`src/rtl/spg_pkg.sv`:
```
package spg_pkg;

    typedef enum logic [1:0] {
        ST_FETCH = 2'd0,
        ST_WAIT  = 2'd1,
        ST_DELAY = 2'd2,
        ST_PULSE = 2'd3
    } spg_state_e;

    typedef enum logic {
        SRC_PIN = 1'b0,
        SRC_SW  = 1'b1
    } spg_src_e;

    function automatic logic is_active(spg_state_e s);
        return (s == ST_DELAY) || (s == ST_PULSE);
    endfunction

endpackage

```
`src/rtl/spg_cmd_queue.sv`:
```
module spg_cmd_queue #(
    parameter int DATA_W = 32,
    parameter int QDEPTH = 4
) (
    input  logic              clk,
    input  logic              rst,
    input  logic              push_i,
    input  logic [DATA_W-1:0] data_i,
    input  logic              pop_pair_i,
    output logic [DATA_W-1:0] head0_o,
    output logic [DATA_W-1:0] head1_o,
    output logic              have_pair_o,
    output logic              full_o
);
    localparam int AW = (QDEPTH > 2) ? $clog2(QDEPTH) : 1;
    localparam int CW = $clog2(QDEPTH + 1);

    logic [DATA_W-1:0] mem [QDEPTH];
    logic [AW-1:0]     rd_ptr, wr_ptr;
    logic [CW-1:0]     count;
    logic              do_push;

    function automatic logic [AW-1:0] adv(logic [AW-1:0] p, int unsigned step);
        int unsigned t;
        t = int'(p) + step;
        if (t >= QDEPTH) t = t - QDEPTH;
        return AW'(t);
    endfunction

    assign full_o      = (count == CW'(QDEPTH));
    assign have_pair_o = (count >= CW'(2));
    assign do_push     = push_i && !full_o;
    assign head0_o     = mem[rd_ptr];
    assign head1_o     = mem[adv(rd_ptr, 1)];

    always_ff @(posedge clk) begin
        if (do_push) mem[wr_ptr] <= data_i;
    end

    always_ff @(posedge clk) begin
        if (rst) begin
            rd_ptr <= '0;
            wr_ptr <= '0;
            count  <= '0;
        end else begin
            if (do_push) wr_ptr <= adv(wr_ptr, 1);
            if (pop_pair_i) rd_ptr <= adv(rd_ptr, 2);
            count <= count + (do_push ? CW'(1) : CW'(0)) - (pop_pair_i ? CW'(2) : CW'(0));
        end
    end

    p_no_overflow_r9: assert property (@(posedge clk) disable iff (rst)
        (full_o && push_i && !pop_pair_i) |=> full_o);
    p_pop_needs_pair_r1: assert property (@(posedge clk) disable iff (rst)
        pop_pair_i |-> have_pair_o);
    p_count_bound_r9: assert property (@(posedge clk) disable iff (rst)
        count <= CW'(QDEPTH));

endmodule

```
`src/rtl/spg_trig_sel.sv`:
```
module spg_trig_sel
    import spg_pkg::*;
(
    input  logic clk,
    input  logic rst,
    input  logic cfg_wr_i,
    input  logic cfg_sw_src_i,
    input  logic pin_i,
    input  logic sw_set_i,
    input  logic take_i,
    output logic fire_o
);
    spg_src_e src_q;
    logic     sw_flag_q;

    always_ff @(posedge clk) begin
        if (rst) begin
            src_q     <= SRC_PIN;
            sw_flag_q <= 1'b0;
        end else if (cfg_wr_i) begin
            src_q     <= spg_src_e'(cfg_sw_src_i);
            sw_flag_q <= 1'b0;
        end else begin
            if (take_i && src_q == SRC_SW) sw_flag_q <= 1'b0;
            if (sw_set_i) sw_flag_q <= 1'b1;
        end
    end

    assign fire_o = (src_q == SRC_SW) ? sw_flag_q : pin_i;

    p_sw_consumed_r3: assert property (@(posedge clk) disable iff (rst)
        (take_i && src_q == SRC_SW && !sw_set_i && !cfg_wr_i) |=> !sw_flag_q);

endmodule

```
`src/rtl/spg_core.sv`:
```
module spg_core
    import spg_pkg::*;
#(
    parameter int DATA_W = 32
) (
    input  logic              clk,
    input  logic              rst,
    input  logic              run_i,
    input  logic              cfg_wr_i,
    input  logic              have_pair_i,
    input  logic [DATA_W-1:0] dly_word_i,
    input  logic [DATA_W-1:0] wid_word_i,
    input  logic              fire_i,
    input  logic              done_clr_i,
    output logic              pop_pair_o,
    output logic              take_o,
    output logic              pulse_o,
    output logic              done_o,
    output spg_state_e        state_o
);
    spg_state_e        st_q;
    logic [DATA_W-1:0] dly_q, wid_q, cnt_q;
    logic              pulse_q, done_q;
    logic              go;

    assign go         = run_i && !cfg_wr_i;
    assign pop_pair_o = go && (st_q == ST_FETCH) && have_pair_i;
    assign take_o     = go && (st_q == ST_WAIT) && fire_i;

    always_ff @(posedge clk) begin
        if (rst) begin
            st_q    <= ST_FETCH;
            dly_q   <= '0;
            wid_q   <= '0;
            cnt_q   <= '0;
            pulse_q <= 1'b0;
            done_q  <= 1'b0;
        end else begin
            if (done_clr_i) done_q <= 1'b0;
            if (!go) begin
                st_q    <= ST_FETCH;
                pulse_q <= 1'b0;
            end else begin
                unique case (st_q)
                    ST_FETCH: if (have_pair_i) begin
                        dly_q  <= dly_word_i;
                        wid_q  <= wid_word_i;
                        done_q <= 1'b0;
                        st_q   <= ST_WAIT;
                    end
                    ST_WAIT: if (fire_i) begin
                        cnt_q <= dly_q;
                        st_q  <= ST_DELAY;
                    end
                    ST_DELAY: if (cnt_q == '0) begin
                        pulse_q <= 1'b1;
                        cnt_q   <= wid_q;
                        st_q    <= ST_PULSE;
                    end else begin
                        cnt_q <= cnt_q - DATA_W'(1);
                    end
                    ST_PULSE: if (cnt_q == '0) begin
                        pulse_q <= 1'b0;
                        done_q  <= 1'b1;
                        st_q    <= ST_FETCH;
                    end else begin
                        cnt_q <= cnt_q - DATA_W'(1);
                    end
                    default: st_q <= ST_FETCH;
                endcase
            end
        end
    end

    assign pulse_o = pulse_q;
    assign done_o  = done_q;
    assign state_o = st_q;

    p_pulse_in_phase_r10: assert property (@(posedge clk) disable iff (rst)
        pulse_q |-> (st_q == ST_PULSE));
    p_halt_low_r8: assert property (@(posedge clk) disable iff (rst)
        !run_i |=> (!pulse_q && st_q == ST_FETCH));
    p_done_on_fall_r6: assert property (@(posedge clk) disable iff (rst)
        $rose(done_q) |-> $past(pulse_q));
    p_cfg_forces_low_r7: assert property (@(posedge clk) disable iff (rst)
        cfg_wr_i |=> (!pulse_q && st_q == ST_FETCH));
    p_done_cleared_on_load_r2: assert property (@(posedge clk) disable iff (rst)
        pop_pair_o |=> !done_q);

endmodule

```
`src/rtl/shot_pulse_gen.sv`:
```
module shot_pulse_gen
    import spg_pkg::*;
#(
    parameter int DATA_W = 32,
    parameter int QDEPTH = 4
) (
    input  logic              clk,
    input  logic              rst,
    input  logic              cfg_wr,
    input  logic              cfg_sw_src,
    input  logic              arm_i,
    input  logic              cmd_valid,
    input  logic [DATA_W-1:0] cmd_data,
    output logic              cmd_full,
    input  logic              trig_pin,
    input  logic              sw_trig,
    input  logic              done_clr,
    output logic              pulse_o,
    output logic              done_o,
    output logic              busy_o,
    output logic [1:0]        phase_o
);
    logic              arm_prev_q, en_q, run;
    logic              pop_pair, have_pair, take, fire;
    logic [DATA_W-1:0] head0, head1;
    spg_state_e        state;

    // enable needs a fresh arm edge after reset or configuration
    always_ff @(posedge clk) begin
        if (rst) begin
            arm_prev_q <= 1'b0;
            en_q       <= 1'b0;
        end else begin
            arm_prev_q <= arm_i;
            if (cfg_wr) en_q <= 1'b0;
            else if (arm_i && !arm_prev_q) en_q <= 1'b1;
        end
    end

    assign run = en_q && arm_i;

    spg_cmd_queue #(.DATA_W(DATA_W), .QDEPTH(QDEPTH)) u_queue (
        .clk        (clk),
        .rst        (rst),
        .push_i     (cmd_valid),
        .data_i     (cmd_data),
        .pop_pair_i (pop_pair),
        .head0_o    (head0),
        .head1_o    (head1),
        .have_pair_o(have_pair),
        .full_o     (cmd_full)
    );

    spg_trig_sel u_trig (
        .clk         (clk),
        .rst         (rst),
        .cfg_wr_i    (cfg_wr),
        .cfg_sw_src_i(cfg_sw_src),
        .pin_i       (trig_pin),
        .sw_set_i    (sw_trig),
        .take_i      (take),
        .fire_o      (fire)
    );

    spg_core #(.DATA_W(DATA_W)) u_core (
        .clk        (clk),
        .rst        (rst),
        .run_i      (run),
        .cfg_wr_i   (cfg_wr),
        .have_pair_i(have_pair),
        .dly_word_i (head0),
        .wid_word_i (head1),
        .fire_i     (fire),
        .done_clr_i (done_clr),
        .pop_pair_o (pop_pair),
        .take_o     (take),
        .pulse_o    (pulse_o),
        .done_o     (done_o),
        .state_o    (state)
    );

    assign phase_o = state;
    assign busy_o  = is_active(state);

    p_cfg_disables_r7: assert property (@(posedge clk) disable iff (rst)
        cfg_wr |=> !en_q);
    p_busy_matches_r10: assert property (@(posedge clk) disable iff (rst)
        pulse_o |-> busy_o);

endmodule

```
`config.mk`:
```
export PLATFORM = sky130hd
export DESIGN_NAME = shot_pulse_gen
export DESIGN_NICKNAME = d
export VERILOG_FILES = /design/src/rtl/spg_pkg.sv /design/src/rtl/spg_cmd_queue.sv /design/src/rtl/spg_trig_sel.sv /design/src/rtl/spg_core.sv /design/src/rtl/shot_pulse_gen.sv
export SDC_FILE = /design/constraint.sdc
export NUM_CORES = 1
export LEC_CHECK = 0
export BUFFER_PORTS_ARGS = -buffer_cell sky130_fd_sc_hd__buf_2
export CAP_MARGIN = 20
export CORE_MARGIN = 5
export CORE_UTILIZATION = 50
export CTS_CLUSTER_DIAMETER = 40
export CTS_CLUSTER_SIZE = 30
export DETAILED_ROUTE_END_ITERATION = 8
export PLACE_DENSITY = 0.67
export SYNTH_ARGS = -nofsm -noshare
export SYNTH_HDL_FRONTEND = slang
export SYNTH_SLANG_ARGS = --single-unit
```
`constraint.sdc`:
```
create_clock -name clk -period 4 [get_ports clk]
set_input_delay 0.2 -clock clk [delete_from_list [all_inputs] [get_ports clk]]
set_output_delay 0.2 -clock clk [all_outputs]
set_load 0.02 [all_outputs]
```
After elaboration in Yosys (flattened, before gate mapping)
Memories as Yosys holds them, arrays and structs flattened. A register that Yosys moved wholly into a read port is not among the register bits.
Index checks and enable logic that the tools add are counted.
{"block": "totals", "reg_bits": 47, "mem_bits_rw": 128, "inputBits": 41, "output_inout_bits": 6, "word_cells": 86, "mem_count": 1}
{"name": "u_queue.mem", "depth": 4, "word_bits": 32, "read_ports": 2, "rd_ports_with_merged_regs": 2, "wr": 1, "line": "spg_cmd_queue.sv:18", "source": "logic [DATA_W-1:0] mem [QDEPTH];"}
{"block": "op_classes", "addsub": 9, "order_cmp": 4, "n_eq_ne": 9, "muxes": 27, "bitwise": 1, "n_reduce_logical": 24}
{"op": "$mux W32", "count": 3}
{"op": "$pmux W32 S3", "count": 1}
{"op": "$logic_not A32 Y1", "count": 1}
{"op": "$sub A32 B1 Y32 const B", "count": 1}
{"op": "$mux W2", "count": 8}
{"op": "$mux W1", "count": 12}
{"op": "$ge A3 B3 Y1 const B", "count": 3}
{"op": "$logic_and A1 B1 Y1", "count": 9}
{"op": "$ne A2 B1 Y1 const B", "count": 4}
{"op": "$pmux W2 S4", "count": 1}
{"op": "$reduce_and A4 Y1", "count": 2}
{"op": "$add A2 B1 Y3 const B", "count": 2}
{"op": "$reduce_and A3 Y1", "count": 2}
{"op": "$sub A2 B1 Y2 const B", "count": 3}
{"op": "$eq A2 B2 Y1 const B", "count": 2}
{"op": "$pmux W1 S2", "count": 2}
{"op": "$reduce_bool A2 Y1", "count": 2}
{"op": "$reduce_or A2 Y1", "count": 2}
{"op": "$add A2 B2 Y3 const B", "count": 1}
{"op": "$add A3 B3 Y3", "count": 1}
{"op": "$eq A3 B3 Y1 const B", "count": 1}
{"op": "$ge A3 B2 Y1 const B", "count": 1}
{"op": "$logic_not A1 Y1", "count": 3}
{"op": "$reduce_bool A3 Y1", "count": 1}
{"op": "other kinds (6)", "count": 6}

Longest topological paths before layout
{"block": "logic_depth", "ltp_word": 7, "ltp_mapped": 12, "depth_no_buf": 10}

By module
A second synthesis with hierarchy kept.
{"block": "unflattened", "cells_unflattened": 975, "area_unflattened_um2": 10453.8}
{"mod": "spg_core", "instances": 1, "cells_per_inst": 716, "area_per_inst_um2": 5266.3}
{"mod": "spg_cmd_queue", "instances": 1, "cells_per_inst": 243, "area_per_inst_um2": 5024.8}
{"mod": "spg_trig_sel", "instances": 1, "cells_per_inst": 8, "area_per_inst_um2": 87.6}
{"mod": "shot_pulse_gen", "instances": 1, "cells_per_inst": 8, "area_per_inst_um2": 75.1}

Least setup slack after synthesis
OpenSTA, ideal clock, no wires.
{"block": "synth_path", "path_type": "reg-to-reg", "startpoint": "register u_core.st_q[0], in the netlist u_core.state_o[0]", "endpoint": "register u_queue.count[2]", "arrival_time_ps": 2453, "required_ps": 3872, "path_slack_ps": 1419, "path_stages_with_launch": 13, "n_path_buf": 2, "cell_sequence": "dfxtp_1 > inv_1 > ha_1 > nor3b_1 > clkbuf_1 > clkbuf_1 > inv_1 > ha_1 > inv_1 > ha_1 > xor2_1 > xnor2_1 > nor2_1"}
{"block": "synth_via", "elab_chain_cells": 5}
{"element": "start: declaration", "line": "spg_core.sv:21", "source": "spg_state_e st_q;"}
{"element": "start signal: assignment", "line": "spg_core.sv:32", "source": "st_q <= ST_FETCH;"}
{"element": "start signal: assignment", "line": "spg_core.sv:41", "source": "st_q <= ST_FETCH;"}
{"element": "start signal: assignment", "line": "spg_core.sv:49", "source": "st_q <= ST_WAIT;"}
{"element": "$logic_not A2 Y1", "line": "spg_core.sv:27", "source": "assign pop_pair_o = go && (st_q == ST_FETCH) && have_pair_i;"}
{"element": "$logic_and A1 B1 Y1 (2 in a row)", "line": "spg_core.sv:27"}
{"element": "$mux W2", "line": "spg_cmd_queue.sv:48", "source": "count <= count + (do_push ? CW'(1) : CW'(0)) - (pop_pair_i ? CW'(2) : CW'(0));"}
{"element": "$sub A3 B3 Y3", "line": "spg_cmd_queue.sv:48"}
{"element": "end signal: assignment", "line": "spg_cmd_queue.sv:48"}
{"element": "end: declaration", "line": "spg_cmd_queue.sv:20", "source": "logic [CW-1:0] count;"}
Every way passes these cells.
A chain may end at the register's enable or synchronous reset.

Worst setup path in the final report
{"block": "layout_path", "startpoint": "register u_core.cnt_q[0]", "endpoint": "register u_core.cnt_q[11]"}
{"block": "layout_via", "elab_chain_cells": 3, "elab_cells_between_ends": 7, "classes_between": "add/sub (1); eq/ne (1); mux (3); reduce/logical (2)"}
{"element": "start: declaration", "line": "spg_core.sv:22", "source": "logic [DATA_W-1:0] dly_q, wid_q, cnt_q;"}
{"element": "start signal: assignment", "line": "spg_core.sv:52", "source": "cnt_q <= dly_q;"}
{"element": "start signal: assignment", "line": "spg_core.sv:57", "source": "cnt_q <= wid_q;"}
{"element": "start signal: assignment", "line": "spg_core.sv:60", "source": "cnt_q <= cnt_q - DATA_W'(1);"}
{"element": "$sub A32 B1 Y32 or $logic_not A32 Y1 (tied branches)"}
{"element": "$mux W32 (tied with other cells)", "line": "spg_core.sv:62", "source": "ST_PULSE: if (cnt_q == '0) begin"}
{"element": "$pmux W32 S3 or $reduce_and A4 Y1 (tied branches)"}
Parallel ways exist; a longest one is shown, timed or not. The select of a mux whose other input is x is not followed.

==> results.md <==
Synthesis:
- Summing the sequential cell areas from Yosys gives 62.7% of the chip area.
- The cell count after synthesis came out at 794.
- The dominant combinational cell family by area after synthesis is compound AO/OA/AOI/OAI gates.
- The area of the mapped netlist is 9640 sq um.
- The xor/xnor cell area share of the yosys netlist is 0.364%.
- The number of nets handed over by synthesis was 847.
- The number of synthesized flops with an enable pin is 128.
- The most common cell in the synthesized netlist is edfxtp_1.
- The arithmetic-cell share of the synthesized area counting full adders, half adders and majority gates is 1.56%.
- The yosys synthesis warning count is 0.
- The commonest register cell after synthesis is edfxtp_1.
- Multiplexer cells account for 7.28% of the synthesized area.
- Synthesis inferred 238 register bits.
- By area the synthesized netlist is led by edfxtp_1 (40%), dfxtp_1 (23%), mux2i_1 (7.2%).
- The post-synthesis compound-gate area fraction is 15.0%.
- After synthesis, the share of flip-flops with an asynchronous set or reset is 0%.
- The area share of the largest cell type after synthesis is 39.9%.
- The average instance in the mapped netlist occupies 12.1 sq um.
- The post-synthesis simple-gate area fraction is 9.57%.
- Of all cell types, the one taking the most synthesized area is edfxtp_1.
- The number of unique standard cell types used by synthesis is 63.
- The commonest cells after synthesis are edfxtp_1 (128), dfxtp_1 (110), nor2_1 (96).

Worst setup path:
- STA classifies the critical path endpoint as a flop.
- The number of cells on the worst reg-to-reg path is 10.
- The largest individual stage delay along the critical path comes from the cell a21o_1.
- STA classifies the critical path startpoint as a flop.
- Data on the critical path is required at its endpoint by 4430 ps.
- For this run, the slowest stage of the critical path takes 400 ps.
- The data arrival at the endpoint of the critical path is 3490 ps.
- The peak fanout along the critical path is 12.
- The setup path with the least slack is of type reg2reg.
- The critical path goes through inv_1, ha_1, nor4b_1, buf_4, nand4_1, nor3_4, buf_4, a21o_1, nor2_1, a32o_1.
- The most common cell type on the critical path is buf_4.

Clocking:
- After clock tree synthesis, the setup repair step added 0 buffers.
- The worst-case clock buffer depth is 3.
- The number of H-tree levels is 1.
- The number of buffers added by the clock tree synthesis step is 30.
- The number of gates resized after CTS is 0.
- The cts-stage hold buffer count is 38.
- In this run the clock root is driven by a clkbuf_16.
- TritonCTS built the clock tree.
- The later pin in the worst-skew pair is clocked with a latency of 540 ps.
- Clock-pin slew was measured on the worst setup and hold paths at 60 ps.
- The number of sinks on the clock net is 238.

Floorplan:
- For this configuration, the core starts out at a cell density of 51.2%.
- After floorplanning, the core was sized to cover 18800 sq um.
- The floorplan has 50 rows.
- The chip height is 149 um.
- The overall die area is 22100 sq um.
- From left edge to right edge, the die measures 149 um.
- The number of primary I/O pins is 47.

Global route:
- The global-route wire length before repair is 34.1 mm.
- The via count of the first global-routing pass is 6580.
- Entering global routing, the biggest net connects 130 pins.
- Summed over all layers, the global routing overflow is 0.
- Global routing used 19.0% of the available tracks across all layers.
- The initial antenna violation count is 0.

Timing:
- The fmax is 0.326 GHz.
- The number of hold-slack violations in the final timing report is 0.
- The number of pins with negative max-slew slack in the final report is 0.
- The share of the clock period used by the worst path is 76.6%.
- The setup total negative slack is 0 ps.
- The worst pin sits at a relative slew slack of 27.5%.
- Setup repair after global routing left no endpoint under its margin.
- At the pin with the least slew margin, the transition time is 1090 ps.
- The worst hold margin is 188 ps.
- The clock arrives with 18.8 ps of skew.
- The setup-violating endpoint count in the final report is 0.
- The final critical-path required period is 3060 ps.

Worst hold path:
- The class of the most critical hold timing path is in2reg.
- The number of instances on the worst hold path is 4.

Drt:
- The average routed wire per standard cell is 18.2 um.
- The overall routed net length is 21.1 mm.
- The total number of vias is 6603.
- In this run the remaining antenna-violating nets after routing total 0.
- The count of unresolved DRC violations after routing is 0.
- Before antenna repair, the detailed router went through 5 iterations.
- The iteration-0 DRC count of the detailed router is 309.
- The post-detailed-route via-to-cell ratio is 5.72.

Placed design:
- The congestion estimate from routability-driven global placement came to 0.885.
- Detailed placement ended at an HPWL of 12.7 mm.
- During placement, the flow inserted port buffers numbering 46.

Run:
- The tool flagged a number of max-cap violations equal to 0.

Power:
- IR analysis of the VDD net gives a maximum drop of 0.425 mV.
- Summed over all cells, the static leakage comes to 3.89 nW.
- In this run the power density over the cells is 523 nW/um^2.

Cells and area:
- The area added between synthesis and finish is 20.4%.
- The count of nets after finishing is 924.
- 0 antenna diodes ended up in the layout.
- The share of the core filled with cells in the final layout is 61.6%.
- The share of cells above drive strength 1 is 14.2%.

Outcome:
- The run finished with clean final reports.
-- worst paths after layout --
check | startpoint | to | slack, ps
worst min-delay path | cmd_valid | u_queue.wr_ptr[0]$_SDFFE_PP0P_ | 190
worst max register to register | u_core.cnt_q[0]$_SDFFE_PP0P_ | u_core.cnt_q[11]$_SDFFE_PP0P_ | 940
worst min register to register | u_core.cnt_q[13]$_SDFFE_PP0P_ | u_core.cnt_q[13]$_SDFFE_PP0P_ | 480
worst max-delay path | u_core.cnt_q[0]$_SDFFE_PP0P_ | u_core.cnt_q[11]$_SDFFE_PP0P_ | 940
-- kinds of logic (layout without fill, tap and decap cells) --
| group | after synthesis | count (layout) |
|---|---|---|
| AOI/OAI and AO/OA | 199 | 199 |
| xor gates and xnor gates | 4 | 4 |
| adders and majority gates | 12 | 12 |
| buffers and inverters | 79 | 180 |
| DFF | 238 | 238 |
| muxes | 70 | 70 |
| and+or+nand+nor | 192 | 192 |
-- per-layer routing --
metal	vias up	GRT usage, %	part of all wire (%)	wire length, um
met4	0	5.72	2.2	462
met3	42	2.86	4.1	856
met1	3210	26.1	46	9760
met5	-	0	0	0
li1	3205	-	-	-
met2	146	31.3	47	9990
-- flip-flops by register name, summed over array words and instances, names as in the netlist, 2 cells and up --
signal and cells:
u_queue.count 3, u_core.wid_q 32, u_queue.wr_ptr 2, u_queue.mem 128, u_core.dly_q 32, u_core.state_o 2, u_core.cnt_q 32
-- cells in the final DEF (no fill, tap or decap), drive strengths merged, types with 3 or more instances in the layout --
cell type    count
mux2i           69
a221oi          15
o32ai            7
xnor2            3
a21oi           22
nor4            10
a32o             6
and2             5
nand4            4
nand3           10
ha              12
edfxtp         128
or4              3
a22o             6
buf             64
a2111oi          3
a31oi            6
nand3b           4
nor2            96
a211oi          66
nor2b            4
o41ai            3
nor3            21
nor3b            3
nand2           18
clkinv           8
o21ai           31
and4             3
bufinv           4
a22oi            6
inv             25
dlygate4sd3     38
o211ai           3
or3              6
dfxtp          110
o22ai            8
clkbuf          40
-- power breakdown --
group	switching [mW]	internal, mW
combinational	0.260	0.149
sequential	0.0552	2.78
clock	1.04	1.78
-- through the flow --
step / worst slack [ps] / std cells / instance area (sq um) / power [mW]
final: 935 / 1155 / 11600 / 6.07
after global routing: 596 / 1155 / 11600 / 6.29
after CTS: 932 / 1154 / 11600 / 6.12
after detailed placement: 971 / 1060 / 10100 / 3.27
after global placement: 999 / 1060 / 10100 / 3.25
after floorplan: 1420 / 794 / 9640 / 3.12
-- cell type report --
class | count | area [sq um]
timing repair buffer | 102 | 791
fill | 1457 | 7230
multi-input combinational | 477 | 3270
inverter | 22 | 82.6
clock inverter | 16 | 235
clock buffer | 40 | 850
sequential | 238 | 6050
tap | 260 | 325
-- critical path, delay by kind of cell, from the launching register on --
family                     cells  cell delay [ps]
and+or+nand+nor                4             1130
buffers and inverters          3              500
AOI/OAI and AO/OA              2              720
adders and majority gates      1              250
DFF                            1              330
Power figures use the tool's default switching activity.
